## src/rtl/sio_pkg.sv

```systemverilog
package sio_pkg;

  localparam int unsigned SIO_W = 8;

  typedef logic [SIO_W-1:0] sio_word_t;

  // bit placed on the line for word w under order lsb
  function automatic logic pick_bit(input sio_word_t w, input logic lsb);
    return lsb ? w[0] : w[SIO_W-1];
  endfunction

  // word left after the outgoing bit has been removed (ones fill in)
  function automatic sio_word_t drop_bit(input sio_word_t w, input logic lsb);
    return lsb ? {1'b1, w[SIO_W-1:1]} : {w[SIO_W-2:0], 1'b1};
  endfunction

  // receive word after one more line bit b has been taken in
  function automatic sio_word_t take_bit(input sio_word_t w, input logic b,
                                         input logic lsb);
    return lsb ? {b, w[SIO_W-1:1]} : {w[SIO_W-2:0], b};
  endfunction

endpackage

```

## src/rtl/sio_clk_gen.sv

```systemverilog
module sio_clk_gen #(
  parameter int unsigned SYNC_STAGES = 2
) (
  input  logic clk,
  input  logic rst_n,
  input  logic cfg_ext,
  input  logic tick,
  input  logic sclk_in,
  input  logic in_word,
  input  logic can_start,
  output logic sclk_out,
  output logic fall_ev,
  output logic rise_ev
);

  localparam int unsigned LAST = SYNC_STAGES - 1;

  logic [SYNC_STAGES-1:0] sync_q;
  logic                   prev_q;
  logic                   sclk_q;
  logic                   ext_fall, ext_rise;
  logic                   int_fall, int_rise;

  // external clock: synchroniser chain plus one history stage
  always_ff @(posedge clk or negedge rst_n) begin
    if (!rst_n) begin
      sync_q <= '1;
      prev_q <= 1'b1;
    end else begin
      sync_q[0] <= sclk_in;
      for (int i = 1; i < SYNC_STAGES; i++) sync_q[i] <= sync_q[i-1];
      prev_q <= sync_q[LAST];
    end
  end

  assign ext_fall = prev_q & ~sync_q[LAST];
  assign ext_rise = ~prev_q & sync_q[LAST];

  // internal clock: a tick flips the line, a new word needs data and room
  assign int_fall = ~cfg_ext & tick & sclk_q & (in_word | can_start);
  assign int_rise = ~cfg_ext & tick & ~sclk_q;

  always_ff @(posedge clk or negedge rst_n) begin
    if (!rst_n)        sclk_q <= 1'b1;
    else if (int_fall) sclk_q <= 1'b0;
    else if (int_rise) sclk_q <= 1'b1;
  end

  assign fall_ev  = cfg_ext ? ext_fall : int_fall;
  assign rise_ev  = cfg_ext ? ext_rise : int_rise;
  assign sclk_out = sclk_q;

  p_idle_high_r1: assert property (@(posedge clk) disable iff (!rst_n)
    (!cfg_ext && !in_word) |-> sclk_q);

  p_edges_apart_r5: assert property (@(posedge clk) disable iff (!rst_n)
    !(fall_ev && rise_ev));

endmodule

```

## src/rtl/sio_shift_core.sv

```systemverilog
module sio_shift_core
  import sio_pkg::*;
(
  input  logic      clk,
  input  logic      rst_n,
  input  logic      cfg_lsb,
  input  logic      fall_ev,
  input  logic      rise_ev,
  input  logic      txb_full,
  input  sio_word_t txb,
  input  logic      sdi,
  output logic      sdo,
  output logic      in_word,
  output logic      word_start,
  output logic      word_end,
  output sio_word_t rx_word
);

  localparam int unsigned CNT_W = $clog2(SIO_W);
  localparam logic [CNT_W-1:0] LAST_BIT = CNT_W'(SIO_W - 1);

  logic [CNT_W-1:0] bit_q;
  logic             busy_q;
  logic             ord_q;
  logic             sdo_q;
  sio_word_t        tx_sh;
  sio_word_t        rx_sh;
  sio_word_t        load_w;
  sio_word_t        cur_w;
  logic             cur_o;
  sio_word_t        rx_next;

  assign word_start = fall_ev & ~busy_q;
  assign load_w     = txb_full ? txb : '1;
  assign cur_w      = word_start ? load_w : tx_sh;
  assign cur_o      = word_start ? cfg_lsb : ord_q;
  assign rx_next    = take_bit(rx_sh, sdi, ord_q);
  assign word_end   = rise_ev & busy_q & (bit_q == LAST_BIT);

  always_ff @(posedge clk or negedge rst_n) begin
    if (!rst_n) begin
      bit_q  <= '0;
      busy_q <= 1'b0;
      ord_q  <= 1'b0;
      sdo_q  <= 1'b1;
      tx_sh  <= '1;
      rx_sh  <= '0;
    end else begin
      if (fall_ev) begin
        sdo_q <= pick_bit(cur_w, cur_o);
        tx_sh <= drop_bit(cur_w, cur_o);
        ord_q <= cur_o;
        if (word_start) begin
          busy_q <= 1'b1;
          bit_q  <= '0;
        end
      end
      if (rise_ev && busy_q) begin
        rx_sh <= rx_next;
        if (bit_q == LAST_BIT) begin
          busy_q <= 1'b0;
          bit_q  <= '0;
        end else begin
          bit_q <= bit_q + 1'b1;
        end
      end
    end
  end

  assign sdo     = sdo_q;
  assign in_word = busy_q;
  assign rx_word = rx_next;

  p_order_locked_r3: assert property (@(posedge clk) disable iff (!rst_n)
    (busy_q && !word_end) |=> $stable(ord_q));

  p_end_frees_r4: assert property (@(posedge clk) disable iff (!rst_n)
    word_end |=> !busy_q);

  p_line_still_r1: assert property (@(posedge clk) disable iff (!rst_n)
    rise_ev |=> $stable(sdo_q));

endmodule

```

## src/rtl/sio_buffers.sv

```systemverilog
module sio_buffers
  import sio_pkg::*;
(
  input  logic      clk,
  input  logic      rst_n,
  input  logic      cfg_ext,
  input  logic      cfg_dbuf,
  input  logic      wr_valid,
  input  sio_word_t wr_data,
  input  logic      rd_strobe,
  input  logic      err_clr,
  input  logic      word_start,
  input  logic      word_end,
  input  sio_word_t rx_word,
  output sio_word_t txb,
  output logic      txb_full,
  output logic      can_start,
  output sio_word_t rd_data,
  output logic      rx_full,
  output logic      tx_empty,
  output logic      err_overrun,
  output logic      err_underrun
);

  sio_word_t txb_q, rxb_q;
  logic      txf_q, rxf_q, took_q, ovr_q, udr_q;
  logic      release_tx, accept_wr, eff_full, ovr_ev, udr_ev, store_rx;

  assign release_tx = (word_start & txf_q & cfg_dbuf) |
                      (word_end & took_q & ~cfg_dbuf);
  assign accept_wr  = wr_valid & ~txf_q;
  assign eff_full   = rxf_q & ~rd_strobe;
  assign ovr_ev     = word_end & eff_full & cfg_ext;
  assign udr_ev     = word_start & ~txf_q & cfg_ext & cfg_dbuf;
  assign store_rx   = word_end & (~eff_full | ~cfg_dbuf);

  always_ff @(posedge clk or negedge rst_n) begin
    if (!rst_n) begin
      txb_q  <= '0;
      txf_q  <= 1'b0;
      took_q <= 1'b0;
      rxb_q  <= '0;
      rxf_q  <= 1'b0;
      ovr_q  <= 1'b0;
      udr_q  <= 1'b0;
    end else begin
      if (word_start) took_q <= txf_q;
      if (accept_wr)  txb_q  <= wr_data;
      txf_q <= (txf_q & ~release_tx) | accept_wr;
      if (store_rx)   rxb_q  <= rx_word;
      if (word_end)       rxf_q <= 1'b1;
      else if (rd_strobe) rxf_q <= 1'b0;
      ovr_q <= (ovr_q & ~err_clr) | ovr_ev;
      udr_q <= (udr_q & ~err_clr) | udr_ev;
    end
  end

  assign txb          = txb_q;
  assign txb_full     = txf_q;
  assign can_start    = txf_q & ~rxf_q;
  assign rd_data      = rxb_q;
  assign rx_full      = rxf_q;
  assign tx_empty     = ~txf_q;
  assign err_overrun  = ovr_q & cfg_ext;
  assign err_underrun = udr_q & cfg_ext & cfg_dbuf;

  p_start_has_data_r4: assert property (@(posedge clk) disable iff (!rst_n)
    (word_start && !cfg_ext) |-> txf_q);

  p_master_has_room_r4: assert property (@(posedge clk) disable iff (!rst_n)
    (word_end && !cfg_ext) |-> !rxf_q);

  p_full_after_end_r8: assert property (@(posedge clk) disable iff (!rst_n)
    word_end |=> rxf_q);

  p_hold_when_full_r6: assert property (@(posedge clk) disable iff (!rst_n)
    (wr_valid && txf_q) |=> $stable(txb_q));

  p_underrun_dbuf_r10: assert property (@(posedge clk) disable iff (!rst_n)
    $rose(udr_q) |-> $past(cfg_ext && cfg_dbuf));

endmodule

```

## src/rtl/sio_shifter.sv

```systemverilog
module sio_shifter
  import sio_pkg::*;
#(
  parameter int unsigned SYNC_STAGES = 2
) (
  input  logic             clk,
  input  logic             rst_n,
  input  logic             cfg_ext_clk,
  input  logic             cfg_dbuf,
  input  logic             cfg_lsb_first,
  input  logic             tick,
  input  logic             wr_valid,
  input  logic [SIO_W-1:0] wr_data,
  input  logic             rd_strobe,
  output logic [SIO_W-1:0] rd_data,
  input  logic             err_clr,
  output logic             rx_full,
  output logic             tx_empty,
  output logic             err_overrun,
  output logic             err_underrun,
  output logic             err_framing,
  input  logic             sclk_in,
  output logic             sclk_out,
  input  logic             sdi,
  output logic             sdo
);

  logic      fall_ev, rise_ev, in_word, can_start;
  logic      word_start, word_end, txb_full;
  sio_word_t txb, rx_word;

  sio_clk_gen #(.SYNC_STAGES(SYNC_STAGES)) clk_i (
    .clk       (clk),
    .rst_n     (rst_n),
    .cfg_ext   (cfg_ext_clk),
    .tick      (tick),
    .sclk_in   (sclk_in),
    .in_word   (in_word),
    .can_start (can_start),
    .sclk_out  (sclk_out),
    .fall_ev   (fall_ev),
    .rise_ev   (rise_ev)
  );

  sio_shift_core core_i (
    .clk        (clk),
    .rst_n      (rst_n),
    .cfg_lsb    (cfg_lsb_first),
    .fall_ev    (fall_ev),
    .rise_ev    (rise_ev),
    .txb_full   (txb_full),
    .txb        (txb),
    .sdi        (sdi),
    .sdo        (sdo),
    .in_word    (in_word),
    .word_start (word_start),
    .word_end   (word_end),
    .rx_word    (rx_word)
  );

  sio_buffers buf_i (
    .clk          (clk),
    .rst_n        (rst_n),
    .cfg_ext      (cfg_ext_clk),
    .cfg_dbuf     (cfg_dbuf),
    .wr_valid     (wr_valid),
    .wr_data      (wr_data),
    .rd_strobe    (rd_strobe),
    .err_clr      (err_clr),
    .word_start   (word_start),
    .word_end     (word_end),
    .rx_word      (rx_word),
    .txb          (txb),
    .txb_full     (txb_full),
    .can_start    (can_start),
    .rd_data      (rd_data),
    .rx_full      (rx_full),
    .tx_empty     (tx_empty),
    .err_overrun  (err_overrun),
    .err_underrun (err_underrun)
  );

  // synchronous link: no stop bit exists, so no framing error
  assign err_framing = 1'b0;

endmodule

```

## config.mk

```make
export PLATFORM = sky130hd
export DESIGN_NAME = sio_shifter
export DESIGN_NICKNAME = d
export VERILOG_FILES = /design/src/rtl/sio_pkg.sv /design/src/rtl/sio_clk_gen.sv /design/src/rtl/sio_shift_core.sv /design/src/rtl/sio_buffers.sv /design/src/rtl/sio_shifter.sv
export SDC_FILE = /design/constraint.sdc
export NUM_CORES = 1
export LEC_CHECK = 0
export CORE_UTILIZATION = 62
export CTS_BUF_LIST = sky130_fd_sc_hd__clkbuf_16
export DETAILED_ROUTE_END_ITERATION = 7
export DONT_BUFFER_PORTS = 1
export GPL_TIMING_DRIVEN = 1
export PLACE_DENSITY = 0.85
export RECOVER_POWER = 25
export REMOVE_ABC_BUFFERS = 1
export SLEW_MARGIN = 20
export SYNTH_ARGS = -nofsm -noshare
export SYNTH_HDL_FRONTEND = slang
export SYNTH_HIERARCHICAL = 1
export SYNTH_SLANG_ARGS = --single-unit
```

## constraint.sdc

```tcl
create_clock -name clk -period 2.7 [get_ports clk]
set_input_delay 0.135 -clock clk [delete_from_list [all_inputs] [get_ports clk]]
set_output_delay 0.135 -clock clk [all_outputs]
set_load 0.05 [all_outputs]
```

==> run metrics <==
1st-iter DRT viols 87; TNS Setup 0 ns; Die Ht 64.28 um; flops & latches, synth 47; vias in the first global route 1,551; worst hold-check path type primary input to flip-flop; CP startpoint buf_i/txb_full; total gr overflow 0; ratio of cells with drive above 1 in the final layout 0.3737; Antenna Nets Post-Route 0; Nets 218; Layout area overhead 8.273%; average size of a mapped cell 12.46 um^2; skew final 0.005559 ns; diode count 0; critical path required time 2.90 ns; Worst Slack Setup Final 0.5420 ns; clock buffer depth 2; GRT Total Usage 0.2462; Comb power frac 0.264; Root Driver clkbuf_16; Startpoint Class flip-flop; IO buf count 0; most frequent cells in the layout dfrtp_1 (34), mux2_2 (26), dfstp_2 (13); first-pass GRT wire length 7.665 mm; hold path startpoint wr_data[6]; vias per cell 6.187; aggregate routed wire length 4.477 mm; sequential area share after synthesis 0.4958; vias 1,522; CTS resizes 0; commonest non-fill, non-tap cell in the layout dfrtp_1; peak supply drop 0.5934 mV; Worst R2R Start buf_i/txb_full; top-area cell type share of the netlist area 0.3538; Pwr Density 1043 nW/um^2; outcome completed; Pint 1.765 mW; WL/cell 18.20 um; dpl ws 0.5834 ns; latest clock arrival within the worst-skew pair 0.28 ns; area of the mapped netlist 2405 um^2; P_leak 1.111 nW; post-DP HPWL 3.158 mm; Num CTS Buffers 5; Period minus WS final 2.158 ns; worst setup path end core_i/tx_sh[3]; EDFF count, synth 0; Die ar. 4132 um^2; CTS tree built; async set or reset register ratio after synthesis 1.000; reg2reg end core_i/tx_sh[3]; core area 3689 um^2; CP Capture Type flip-flop; Net Sw Frac 0.3504; Reg power frac 0.521; Reg clk slew, reported paths 0.06 ns; CP arrival 2.36 ns; post-synth top area cell dfrtp_1; Worst-Margin Slew 0.7506 ns; clock sinks 47; Die X-Extent 64.28 um; Slew Limit Fails 0; Hold Vio Cnt, Final 0; Starting Density 0.6520; reg2reg setup slack 0.54 ns; Period Utilization, post-route 0.7992; Mapped Cells 193; Rel. slew slack 0.4986; fill count 271; Final Wtd Congestion 0.8827; top post-synthesis cells by area dfrtp_1 (35%), dfstp_2 (14%), mux2_2 (12%), o211ai_2 (4.2%), nand4bb_1 (3.7%); DR pass1 iterations 4; Hold Path Cell Cnt 1; standard-cell rows 22; MaxCap Viol Count 0; Worst R2R Path Depth 8; Layout Cells excl Fill 246; # DRC 0; Yosys cell types 39; RSZ-0062 raised after global routing no; crit-path max FO 12; Clk pwr share 0.215; # H-tree levels 2; # IOs 34; WS Path Type flip-flop to flip-flop; sw power 0.9519 mW; initial antenna violation count 0; # setup viols final 0; synth warn 6; total chip power 2.717 mW; Top FF cell, synth dfrtp_1; dpl cells 232; max frequency 463.4 MHz; largest net degree at the start of global routing 48
timing repair:
action	CTS	global route
setup endpoints to repair	0	0
hold buffers	5	1
buffers inserted	0	0
hold endpoints to repair	50	1
cell families (layout without fill, tap and decap cells):
kind of cell,after synthesis,count (layout),synth area share
simple gates,65,65,0.1910
flops,47,47,0.4958
compound gates,35,35,0.1233
mux,27,27,0.1275
buf+inv,16,21,0.05046
fa+ha+maj,2,2,0.01040
other cells,1,1,0.001559
worst max-delay path: stages (launching register included):
cell      delay (ns)
dfrtp_1         0.56
inv_1           0.10
nor2_1          0.13
o211ai_1        0.12
o21ai_1         0.20
nor2b_1         0.39
buf_4           0.23
o21ai_0         0.12
o221ai_1        0.20
flip-flops by register name, indices dropped and copies added (netlist names), 2 cells and up:
register,count
clk_i/sync_q,2
core_i/bit_q,3
core_i/tx_sh,8
buf_i/rd_data,8
buf_i/txb,8
core_i/rx_sh,8
worst min path at each step:
stage | end | slack [ns]
after detailed placement | core_i/bit_q[2] | -0.16
after floorplan | buf_i/ovr_q | -0.16
after CTS | buf_i/txb[3] | 0.0002
final | buf_i/txb[6] | 0.003
after global placement | buf_i/rd_data[7] | -0.16
after global routing | buf_i/txb[0] | 0.00002
metrics by stage:
| stage | util | cell area (um^2) | hold WS (ns) |
|---|---|---|---|
| floorplan | - | 2295 | -0.1606 |
| CTS | 0.7032 | 2594 | 0.0001932 |
| finish | 0.7059 | 2604 | 0.002590 |
| global placement | 0.6465 | 2385 | -0.1596 |
| global route | 0.7059 | 2604 | 0.00001527 |
| detailed placement | 0.6465 | 2385 | -0.1595 |
power by group through the flow:
stage	Combinational [mW]	Clock, mW	Sequential (mW)
3_5_place_dp	0.696	0	1.42
3_3_place_gp	0.652	0	1.40
2_1_floorplan	0.578	0	1.35
4_1_cts	0.724	0.597	1.41
6_report	0.716	0.585	1.41
5_1_grt	0.790	0.624	1.45
cell usage after synthesis, types with 7 or more instances:
library cell / instances
dfrtp_1: 34
mux2_2: 26
dfstp_2: 13
nand2_1: 10
nand2b_1: 8
nand4b_1: 8
nand4bb_1: 8
nor2_1: 8
o211ai_2: 8
o21ai_0: 8
or2b_2: 8
o221ai_1: 7
cell type report:
cell class	count	area, um^2	area share
sequential	47	1192	0.4580
timing repair buffer	10	107.6	0.04133
clock buffer	5	125.1	0.04805
multi-input combinational	130	1091	0.4190
tap	48	60.06	0.02307
inverter	3	11.26	0.004325
clock inverter	3	16.27	0.006247
layer usage:
metal	routed length [um]	share of wire	global-route usage	up-vias
met4	60	0.013	0.09167	0
met3	280	0.063	0.05357	7
met2	2205	0.49	0.3816	51
met5	0	0	0	-
met1	1930	0.43	0.3388	753
li1	-	-	-	711
Power figures use the tool's default switching activity.
